[src/rtl/irq_arb_pkg.sv]
package irq_arb_pkg;

    typedef enum logic [1:0] {
        SRC_NONE = 2'd0,
        SRC_NMI  = 2'd1,
        SRC_FIRQ = 2'd2,
        SRC_IRQ  = 2'd3
    } src_e;

    typedef struct packed {
        logic full;
        logic set_f;
        logic set_i;
    } entry_t;

    localparam logic [15:0] DEF_VEC_RESET = 16'hFFFE;
    localparam logic [15:0] DEF_VEC_NMI   = 16'hFFFC;
    localparam logic [15:0] DEF_VEC_IRQ   = 16'hFFF8;
    localparam logic [15:0] DEF_VEC_FIRQ  = 16'hFFF6;

    function automatic entry_t entry_of(src_e s);
        entry_t e;
        e = '{full: 1'b0, set_f: 1'b0, set_i: 1'b0};
        case (s)
            SRC_NMI:  e = '{full: 1'b1, set_f: 1'b1, set_i: 1'b1};
            SRC_FIRQ: e = '{full: 1'b0, set_f: 1'b1, set_i: 1'b1};
            SRC_IRQ:  e = '{full: 1'b1, set_f: 1'b0, set_i: 1'b1};
            default:  e = '{full: 1'b0, set_f: 1'b0, set_i: 1'b0};
        endcase
        return e;
    endfunction

endpackage

[src/rtl/arb_nmi_latch.sv]
module arb_nmi_latch (
    input  logic clk,
    input  logic rst,
    input  logic nmi_line,
    input  logic sp_wr,
    input  logic serviced,
    output logic pending
);
    logic armed_q;
    logic prev_q;
    logic pend_q;
    logic edge_ok;

    assign edge_ok = armed_q & nmi_line & ~prev_q;

    always_ff @(posedge clk) begin
        if (rst) begin
            armed_q <= 1'b0;
            prev_q  <= 1'b0;
            pend_q  <= 1'b0;
        end else begin
            armed_q <= armed_q | sp_wr;
            prev_q  <= nmi_line;
            pend_q  <= (pend_q & ~serviced) | edge_ok;
        end
    end

    assign pending = pend_q;

    // nothing can become pending while disarmed
    p_disarmed_r4: assert property (@(posedge clk) disable iff (rst)
        !armed_q |=> !pend_q);

    // a pending request survives until serviced
    p_hold_pend_r3: assert property (@(posedge clk) disable iff (rst)
        (pend_q && !serviced) |=> pend_q);

    // servicing drains the request unless a fresh edge arrives
    p_drain_r3: assert property (@(posedge clk) disable iff (rst)
        (serviced && !(nmi_line && !prev_q)) |=> !pend_q);

endmodule

[src/rtl/arb_select.sv]
module arb_select
    import irq_arb_pkg::*;
(
    input  logic nmi_pend,
    input  logic firq_req,
    input  logic irq_req,
    input  logic firq_mask,
    input  logic irq_mask,
    output src_e src,
    output logic any_line
);
    logic firq_ok;
    logic irq_ok;

    assign firq_ok  = firq_req & ~firq_mask;
    assign irq_ok   = irq_req & ~irq_mask;
    assign any_line = nmi_pend | firq_req | irq_req;

    always_comb begin
        if (nmi_pend)     src = SRC_NMI;
        else if (firq_ok) src = SRC_FIRQ;
        else if (irq_ok)  src = SRC_IRQ;
        else              src = SRC_NONE;
    end

endmodule

[src/rtl/arb_waitgate.sv]
module arb_waitgate
    import irq_arb_pkg::*;
#(
    parameter int ADDR_W = 16,
    parameter int COST_W = 5,
    parameter logic [ADDR_W-1:0] VEC_RESET = DEF_VEC_RESET,
    parameter logic [ADDR_W-1:0] VEC_NMI   = DEF_VEC_NMI,
    parameter logic [ADDR_W-1:0] VEC_FIRQ  = DEF_VEC_FIRQ,
    parameter logic [ADDR_W-1:0] VEC_IRQ   = DEF_VEC_IRQ,
    parameter logic [COST_W-1:0] COST_FULL  = 19,
    parameter logic [COST_W-1:0] COST_SHORT = 10,
    parameter logic [COST_W-1:0] COST_WAIT  = 1
) (
    input  logic              clk,
    input  logic              rst,
    input  logic              chk,
    input  logic              cwai,
    input  logic              sync,
    input  src_e              src,
    input  logic              any_line,
    output logic              take,
    output logic [ADDR_W-1:0] vector,
    output logic              full_frame,
    output logic              push_frame,
    output logic              set_f,
    output logic              set_i,
    output logic [COST_W-1:0] cost,
    output logic              hold,
    output logic              wait_clr
);
    logic   go;
    entry_t ent;

    assign ent = entry_of(src);

    always_comb begin
        go = 1'b0;
        hold = 1'b0;
        wait_clr = 1'b0;
        cost = '0;
        if (rst) begin
            wait_clr = 1'b1;
        end else if (chk) begin
            if (cwai) begin
                if (src == SRC_NONE) begin
                    hold = 1'b1;
                    cost = COST_WAIT;
                end else begin
                    go = 1'b1;
                    wait_clr = 1'b1;
                end
            end else if (sync) begin
                if (!any_line) begin
                    hold = 1'b1;
                    cost = COST_WAIT;
                end else begin
                    wait_clr = 1'b1;
                    go = (src != SRC_NONE);
                end
            end else begin
                go = (src != SRC_NONE);
            end
        end

        take       = go;
        push_frame = go & ~cwai;
        full_frame = go & ent.full;
        set_f      = rst | (go & ent.set_f);
        set_i      = rst | (go & ent.set_i);
        vector     = VEC_RESET;
        if (go) begin
            case (src)
                SRC_NMI:  begin vector = VEC_NMI;  cost = COST_FULL;  end
                SRC_FIRQ: begin vector = VEC_FIRQ; cost = COST_SHORT; end
                SRC_IRQ:  begin vector = VEC_IRQ;  cost = COST_FULL;  end
                default:  begin vector = VEC_RESET; end
            endcase
        end
    end

    // a held wait costs one cycle and enters nothing
    p_hold_cost_r9: assert property (@(posedge clk) disable iff (rst)
        hold |-> (cost == COST_WAIT && !take));

    // the fast source always uses a short frame
    p_short_frame_r7: assert property (@(posedge clk) disable iff (rst)
        (take && src == SRC_FIRQ) |-> !full_frame);

    // no second push out of a state-saving wait
    p_cwai_nopush_r9: assert property (@(posedge clk) disable iff (rst)
        (take && cwai) |-> !push_frame);

    // nothing happens between boundaries
    p_idle_r1: assert property (@(posedge clk) disable iff (rst)
        !chk |-> (!take && !hold));

endmodule

[src/rtl/exc_arbiter.sv]
module exc_arbiter
    import irq_arb_pkg::*;
#(
    parameter int ADDR_W = 16,
    parameter int COST_W = 5,
    parameter logic [ADDR_W-1:0] VEC_RESET = DEF_VEC_RESET,
    parameter logic [ADDR_W-1:0] VEC_NMI   = DEF_VEC_NMI,
    parameter logic [ADDR_W-1:0] VEC_FIRQ  = DEF_VEC_FIRQ,
    parameter logic [ADDR_W-1:0] VEC_IRQ   = DEF_VEC_IRQ,
    parameter logic [COST_W-1:0] COST_FULL  = 19,
    parameter logic [COST_W-1:0] COST_SHORT = 10
) (
    input  logic              clk,
    input  logic              rst,
    input  logic              chk,
    input  logic              nmi_req,
    input  logic              firq_req,
    input  logic              irq_req,
    input  logic              firq_mask,
    input  logic              irq_mask,
    input  logic              sp_wr,
    input  logic              wait_cwai,
    input  logic              wait_sync,
    output logic              take,
    output logic [ADDR_W-1:0] vector,
    output logic              full_frame,
    output logic              push_frame,
    output logic              set_firq_msk,
    output logic              set_irq_msk,
    output logic [COST_W-1:0] cost,
    output logic              hold,
    output logic              wait_clr
);
    logic nmi_pend;
    logic any_line;
    logic nmi_served;
    src_e src;

    assign nmi_served = take & (src == SRC_NMI);

    arb_nmi_latch u_nmi (
        .clk      (clk),
        .rst      (rst),
        .nmi_line (nmi_req),
        .sp_wr    (sp_wr),
        .serviced (nmi_served),
        .pending  (nmi_pend)
    );

    arb_select u_sel (
        .nmi_pend  (nmi_pend),
        .firq_req  (firq_req),
        .irq_req   (irq_req),
        .firq_mask (firq_mask),
        .irq_mask  (irq_mask),
        .src       (src),
        .any_line  (any_line)
    );

    arb_waitgate #(
        .ADDR_W     (ADDR_W),
        .COST_W     (COST_W),
        .VEC_RESET  (VEC_RESET),
        .VEC_NMI    (VEC_NMI),
        .VEC_FIRQ   (VEC_FIRQ),
        .VEC_IRQ    (VEC_IRQ),
        .COST_FULL  (COST_FULL),
        .COST_SHORT (COST_SHORT),
        .COST_WAIT  (1)
    ) u_gate (
        .clk        (clk),
        .rst        (rst),
        .chk        (chk),
        .cwai       (wait_cwai),
        .sync       (wait_sync),
        .src        (src),
        .any_line   (any_line),
        .take       (take),
        .vector     (vector),
        .full_frame (full_frame),
        .push_frame (push_frame),
        .set_f      (set_firq_msk),
        .set_i      (set_irq_msk),
        .cost       (cost),
        .hold       (hold),
        .wait_clr   (wait_clr)
    );

    // a pending non-maskable request beats any maskable one
    p_nmi_first_r1: assert property (@(posedge clk) disable iff (rst)
        (take && nmi_pend) |-> (vector == VEC_NMI));

    // an inhibited fast request is never entered
    p_masked_firq_r2: assert property (@(posedge clk) disable iff (rst)
        (take && firq_mask) |-> (vector != VEC_FIRQ));

    // the normal source never sets the fast inhibit
    p_irq_masks_r6: assert property (@(posedge clk) disable iff (rst)
        (take && vector == VEC_IRQ) |-> (set_irq_msk && !set_firq_msk));

endmodule

[config.mk]
export PLATFORM = sky130hd
export DESIGN_NAME = exc_arbiter
export DESIGN_NICKNAME = d
export VERILOG_FILES = /design/src/rtl/irq_arb_pkg.sv /design/src/rtl/arb_nmi_latch.sv /design/src/rtl/arb_select.sv /design/src/rtl/arb_waitgate.sv /design/src/rtl/exc_arbiter.sv
export SDC_FILE = /design/constraint.sdc
export NUM_CORES = 1
export LEC_CHECK = 0
export BUFFER_PORTS_ARGS = -buffer_cell sky130_fd_sc_hd__buf_2
export CAP_MARGIN = 20
export CORE_MARGIN = 3
export CORE_UTILIZATION = 30
export DETAILED_ROUTE_END_ITERATION = 8
export HOLD_SLACK_MARGIN = 0.1
export SYNTH_ARGS = -nofsm -noshare
export SYNTH_HDL_FRONTEND = slang
export SYNTH_SLANG_ARGS = --single-unit
[constraint.sdc]
create_clock -name clk -period 4.6 [get_ports clk]
set_clock_uncertainty 0.2 [all_clocks]
set_input_delay 0.46 -clock clk [delete_from_list [all_inputs] [get_ports clk]]
set_output_delay 0.46 -clock clk [all_outputs]
set_load 0.01 [all_outputs]
=== Word level (Yosys, flattened, before mapping) ===
Index checks and enable logic that the tools add are counted.

* Bits of input ports: 11
* Flip-flop bits (word level): 3
* Logic and storage cells: 61

* Reduce and logical (&&, ||, !) cells: 3
* Bitwise gates (word level): 21
* Multiplexer cells: 31
* Equality and inequality tests: 3

{| class="wikitable"
|+ Operators by type and width
! operator !! number
|-
| $mux W5 || 5
|-
| $mux W1 || 19
|-
| $mux W16 || 1
|-
| $pmux W4 S3 || 1
|-
| $and A1 B1 Y1 || 10
|-
| $pmux W5 S2 || 1
|-
| $pmux W3 S3 || 1
|-
| $mux W2 || 3
|-
| $or A1 B1 Y1 || 6
|-
| $not A1 Y1 || 5
|-
| $eq A2 B2 Y1 const B || 2
|-
| $eq A2 B1 Y1 const B || 1
|-
| $logic_not A2 Y1 || 1
|-
| $reduce_bool A2 Y1 || 1
|-
| $reduce_or A2 Y1 || 1
|}

=== Depth between registers and ports, before layout ===
* Depth in word-level cells: 15
* Mapped depth: 7
* Depth with buffers taken out: 7

=== Modules after synthesis ===
Synthesis repeated with hierarchy kept, for this count alone.

* Cell total of the unflattened synthesis: 72
* Area, all modules: 550.5 um2

{| class="wikitable"
|+ By module, submodules not included
! module !! area each (um2) !! seq. area each (um2) !! instances !! cells an instance
|-
| arb_waitgate || 412.9 || 0.0 || 1 || 56
|-
| arb_nmi_latch || 92.6 || 60.1 || 1 || 9
|-
| arb_select || 36.3 || 0.0 || 1 || 6
|-
| exc_arbiter || 8.8 || 0.0 || 1 || 1
|}

=== Least setup slack after synthesis ===
OpenSTA, ideal clock, no wires.

* Path type: input -> output
* Start: input port firq_mask
* End: output port cost[4]
* Arrival: 2.005 ns
* Stages: 7
* Buffers on the path: 1
* Setup slack: 1.935 ns
* Cell sequence: nand2b_1 a21o_1 ha_1 or3b_4 a21oi_4 and2_1 buf_4

* Longest elaborated chain between the ends: 11
* Elaborated cells between the ends (all ways): 18
* Classes of those cells: 3 x eq/ne; 10 x mux; 2 x bitwise; 3 x reduce/logical

{| class="wikitable"
|+ Ends and longest elaborated chain
! item !! line !! text
|-
| from (decl) || exc_arbiter.sv:19 || <nowiki>input logic firq_mask,</nowiki>
|-
| $not A1 Y1 (*) || arb_select.sv:15 || <nowiki>assign firq_ok = firq_req & ~firq_mask;</nowiki>
|-
| $and A1 B1 Y1 (*) || arb_select.sv:15 ||
|-
| $mux W2 (*) || arb_select.sv:21 || <nowiki>else if (firq_ok) src = SRC_FIRQ;</nowiki>
|-
| $mux W2 (*) || arb_select.sv:20 || <nowiki>if (nmi_pend) src = SRC_NMI;</nowiki>
|-
| $reduce_bool A2 Y1 || arb_waitgate.sv:58, arb_waitgate.sv:61 ||
|-
| $mux W1 || arb_waitgate.sv:53 || <nowiki>if (!any_line) begin</nowiki>
|-
| $mux W1 || arb_waitgate.sv:52 || <nowiki>end else if (sync) begin</nowiki>
|-
| $mux W1 (*) || arb_waitgate.sv:44 || <nowiki>if (cwai) begin</nowiki>
|-
| $mux W1 (*) || arb_waitgate.sv:43 || <nowiki>end else if (chk) begin</nowiki>
|-
| $mux W1 (*) || arb_waitgate.sv:41 || <nowiki>if (rst) begin</nowiki>
|-
| net take || exc_arbiter.sv:24 || <nowiki>output logic take,</nowiki>
|-
| $mux W5 (*) || arb_waitgate.sv:71 || <nowiki>if (go) begin</nowiki>
|-
| to (decl) || exc_arbiter.sv:30 || <nowiki>output logic [COST_W-1:0] cost,</nowiki>
|}

Mark *: on every way through the listed nets, which the timed path passes. The rest lies on a longest branch.

=== Final worst setup path ===
* Start: input port firq_mask
* End: output port cost[4]

* Longest elaborated chain between the ends: 11
* Elaborated cells between the ends (all ways): 18
* Classes of those cells: 3 x eq/ne; 10 x mux; 2 x bitwise; 3 x reduce/logical

{| class="wikitable"
|+ Ends and longest elaborated chain
! item !! line
|-
| $not A1 Y1 (*) || arb_select.sv:15
|-
| $and A1 B1 Y1 (*) || arb_select.sv:15
|-
| $mux W2 (*) || arb_select.sv:21
|-
| $mux W2 (*) || arb_select.sv:20
|-
| $reduce_bool A2 Y1 || arb_waitgate.sv:58, arb_waitgate.sv:61
|-
| $mux W1 || arb_waitgate.sv:53
|-
| $mux W1 || arb_waitgate.sv:52
|-
| $mux W1 || arb_waitgate.sv:44
|-
| $mux W1 || arb_waitgate.sv:43
|-
| $mux W1 || arb_waitgate.sv:41
|-
| $mux W5 (*) || arb_waitgate.sv:71
|}

Every way passes the cells marked *; elsewhere a longest branch is shown, timed or not.

==> flow_summary.ini <==
[sta]
min_period_ns = 2.75
final_max_slew_viol_count = 0
fin_crit_sh_pct = 59.8
hold_viol = 0
setup_viol = 0
rsz0062_at_grt = no
fin_setup_tns_ns = 0
max_clock_freq_mhz = 363

[setup_path]
crit_type = primary input to primary output
cp-end-kind = primary output
crit_family = simple AND/OR/NAND/NOR gates
cp-start-kind = primary input
critPathMaxFanout = 9
critPathSlowestCell = or3b_4
path_cells = buf_2, nand2b_1, a21o_1, ha_1, or3b_4, a21oi_4, and2_1, buf_2
crit_arrival_ns = 2.09
worstPathBufferInverterCount = 2
path_common_cell = buf_2
required_ns = 3.94
max_stage_delay_ns = 0.43

[drt]
drcViolationCount = 0
num_vias = 438
drt_pass1_iterations = 2
avgViaCountPerCell = 4.25
ant_nets = 0
drtIter0Drc = 2
routed_wl_um = 964
wire_per_inst_um = 9.36

[clock_network]
cts.sinks = 3
h-tree-depth = 1
cts.repair.resized = 0
ctsRootBufferMaster = clkbuf_4
cts_inserted_buffers = 3
post_cts_buffers = 0
path_clk_slew_ns = 0.04
cts.path.max_buffers = 2
hold_buffers = 0
clock_latency_ns = 0.23
cts_tree = yes

[floorplan]
die-height_um = 45.7
die_w_um = 45.7
start_util_pct = 34.1
pin_count = 39
die_area_um2 = 2080
rows = 13
coreArea_um2 = 1380

[power]
power.internal_uw = 78.1
pwr-share-clk_pct = 38.8
p_leak_uw = 0.000324
seqPwrFrac_pct = 24.4
power.total_uw = 119
share_comb_of_total_power_pct = 36.8
power.share.switching_pct = 34.4
power_density_nw_per_um2 = 209
vdd_drop_max_mv = 0.117
power.switching_uw = 40.9

[synth]
synth_warnings = 0
ys_ff_latch = 3
synth_compound_area_share_pct = 18.6
synth_top_family_by_area = simple AND/OR/NAND/NOR gates
synthMuxAreaShare_pct = 0
avgSynthCellArea_um2 = 7.49
synth-adder-area-share_pct = 10.6
syn_area_um2 = 472
ys_seq_area_share_pct = 12.7
yosys.area_share.simple_pct = 28.6
synth_cell_types = 26
synth_xor_area_share_pct = 0
synth_cells = 63

[final_layout]
num-nets-final = 104
drive_gt1_share_pct = 37.5
num_antenna_cells = 0
area.growth.synth_to_final_pct = 20.7

[placed_design]
routabilityCongestion = 0.666
portBuffers = 24
dpl.hpwl_um = 810

[global_routing]
grt_usage_pct = 10.2
grt_pass1_wl_um = 1500
grt_max_degree = 10
antenna_found_initial = 0
grt_pass1_vias = 350
grt-ovfl-total = 0

[run]
cap_violations = 0

[status]
outcome = complete, no violations

[hold_path]
hold_class = primary input to register
-- routing by layer --
layer	wire, um	GRT usage (%)	vias to the layer above
met3	139	3.95	2
met2	424	13.1	24
met4	17	8.77	0
li1	-	-	225
met5	0	0	-
met1	383	12.9	187
-- worst paths after layout --
| path | start | slack, ns | depth (start not counted) | end |
|---|---|---|---|---|
| max | firq_mask | 1.85 | 8 | cost[4] |
| min reg2reg | u_nmi.prev_q | 0.28 | 2 | u_nmi.pending |
| max reg2reg | u_nmi.pending | 2.88 | 5 | u_nmi.pending |
| min | sp_wr | 0.25 | 3 | u_nmi.armed_q |
-- cell usage after synthesis --
cell,instances,share of area (%)
buf_4,15,24
inv_1,5,4.0
ha_1,4,11
nand2_1,4,3.2
a21oi_1,3,3.2
dfxtp_1,3,13
o21ai_0,3,3.2
a21o_1,2,3.2
and2_1,2,2.7
and2b_2,2,3.7
conb_1,2,1.6
nand2b_1,2,2.7
nor2_1,2,1.6
nor2b_1,2,2.7
a211oi_1,1,1.6
a21oi_4,1,3.4
a22oi_1,1,1.6
a31oi_1,1,1.3
and2b_1,1,1.6
and2b_4,1,2.1
nand3_1,1,1.1
nand3b_1,1,1.6
nor3_2,1,2.1
o21ai_1,1,1.1
or2_1,1,1.3
or3b_4,1,2.4
-- tightest hold or removal path, stage by stage --
cell    delay [ns]
buf_2         0.07
nor2_1        0.03
nor2_1        0.07
-- through the flow --
step / area (um2) / worst slack, ns / hold slack [ns] / util [%] / instances
floorplan: 517 / 1.93 / 0.234 / - / 75
global placement: 543 / 1.89 / 0.255 / 39.3 / 99
detailed placement: 543 / 1.84 / 0.283 / 39.3 / 99
CTS: 569 / 1.83 / 0.244 / 41.2 / 103
global route: 569 / 1.70 / 0.263 / 41.2 / 103
finish: 569 / 1.85 / 0.248 / 41.2 / 103
-- power groups by stage --
| stage | sequential (uW) | clock [uW] | combinational (uW) |
|---|---|---|---|
| CTS | 29.0 | 48.6 | 44.1 |
| floorplan | 29.0 | 0 | 38.6 |
| global placement | 29.3 | 0 | 43.5 |
| finish | 29.0 | 46.2 | 43.8 |
| global route | 29.2 | 52.7 | 50.2 |
| detailed placement | 29.4 | 0 | 43.9 |
-- logic make-up after synthesis --
kind of cell	count (synthesis)
other	2
buffers and inverters	20
adder cells (fa/ha/maj)	4
flip-flops	3
AO/OA/AOI/OAI	13
AND/OR/NAND/NOR	21
-- placed cells by master, fill, tap and decap left out --
master | Yosys | final
a211oi_1 | 1 | 1
a21o_1 | 2 | 2
a21oi_1 | 3 | 3
a21oi_4 | 1 | 1
a22oi_1 | 1 | 1
a31oi_1 | 1 | 1
and2_1 | 2 | 2
and2b_1 | 1 | 1
and2b_2 | 2 | 2
and2b_4 | 1 | 1
buf_2 | 0 | 24
clkbuf_1 | 0 | 1
clkbuf_4 | 0 | 3
conb_1 | 2 | 14
dfxtp_1 | 3 | 3
ha_1 | 4 | 4
inv_1 | 5 | 5
nand2_1 | 4 | 4
nand2b_1 | 2 | 2
nand3_1 | 1 | 1
nand3b_1 | 1 | 1
nor2_1 | 2 | 2
nor2b_1 | 2 | 2
nor3_2 | 1 | 1
o21ai_0 | 3 | 3
o21ai_1 | 1 | 1
or2_1 | 1 | 1
or3b_4 | 1 | 1
-- flip-flops by register name, summed over array words and instances (netlist names) --
signal,count
u_nmi.pending,1
u_nmi.armed_q,1
u_nmi.prev_q,1
-- layout make-up --
| cell class | count | area (um2) |
|---|---|---|
| Timing Repair Buffer | 24 | 120 |
| Sequential cell | 3 | 60.1 |
| Clock buffer | 4 | 26.3 |
| Multi-Input combinational cell | 52 | 325 |
| Fill cell | 167 | 813 |
| Inverter | 5 | 18.8 |
| Tap cell | 15 | 18.8 |
Power figures use the tool's default switching activity.
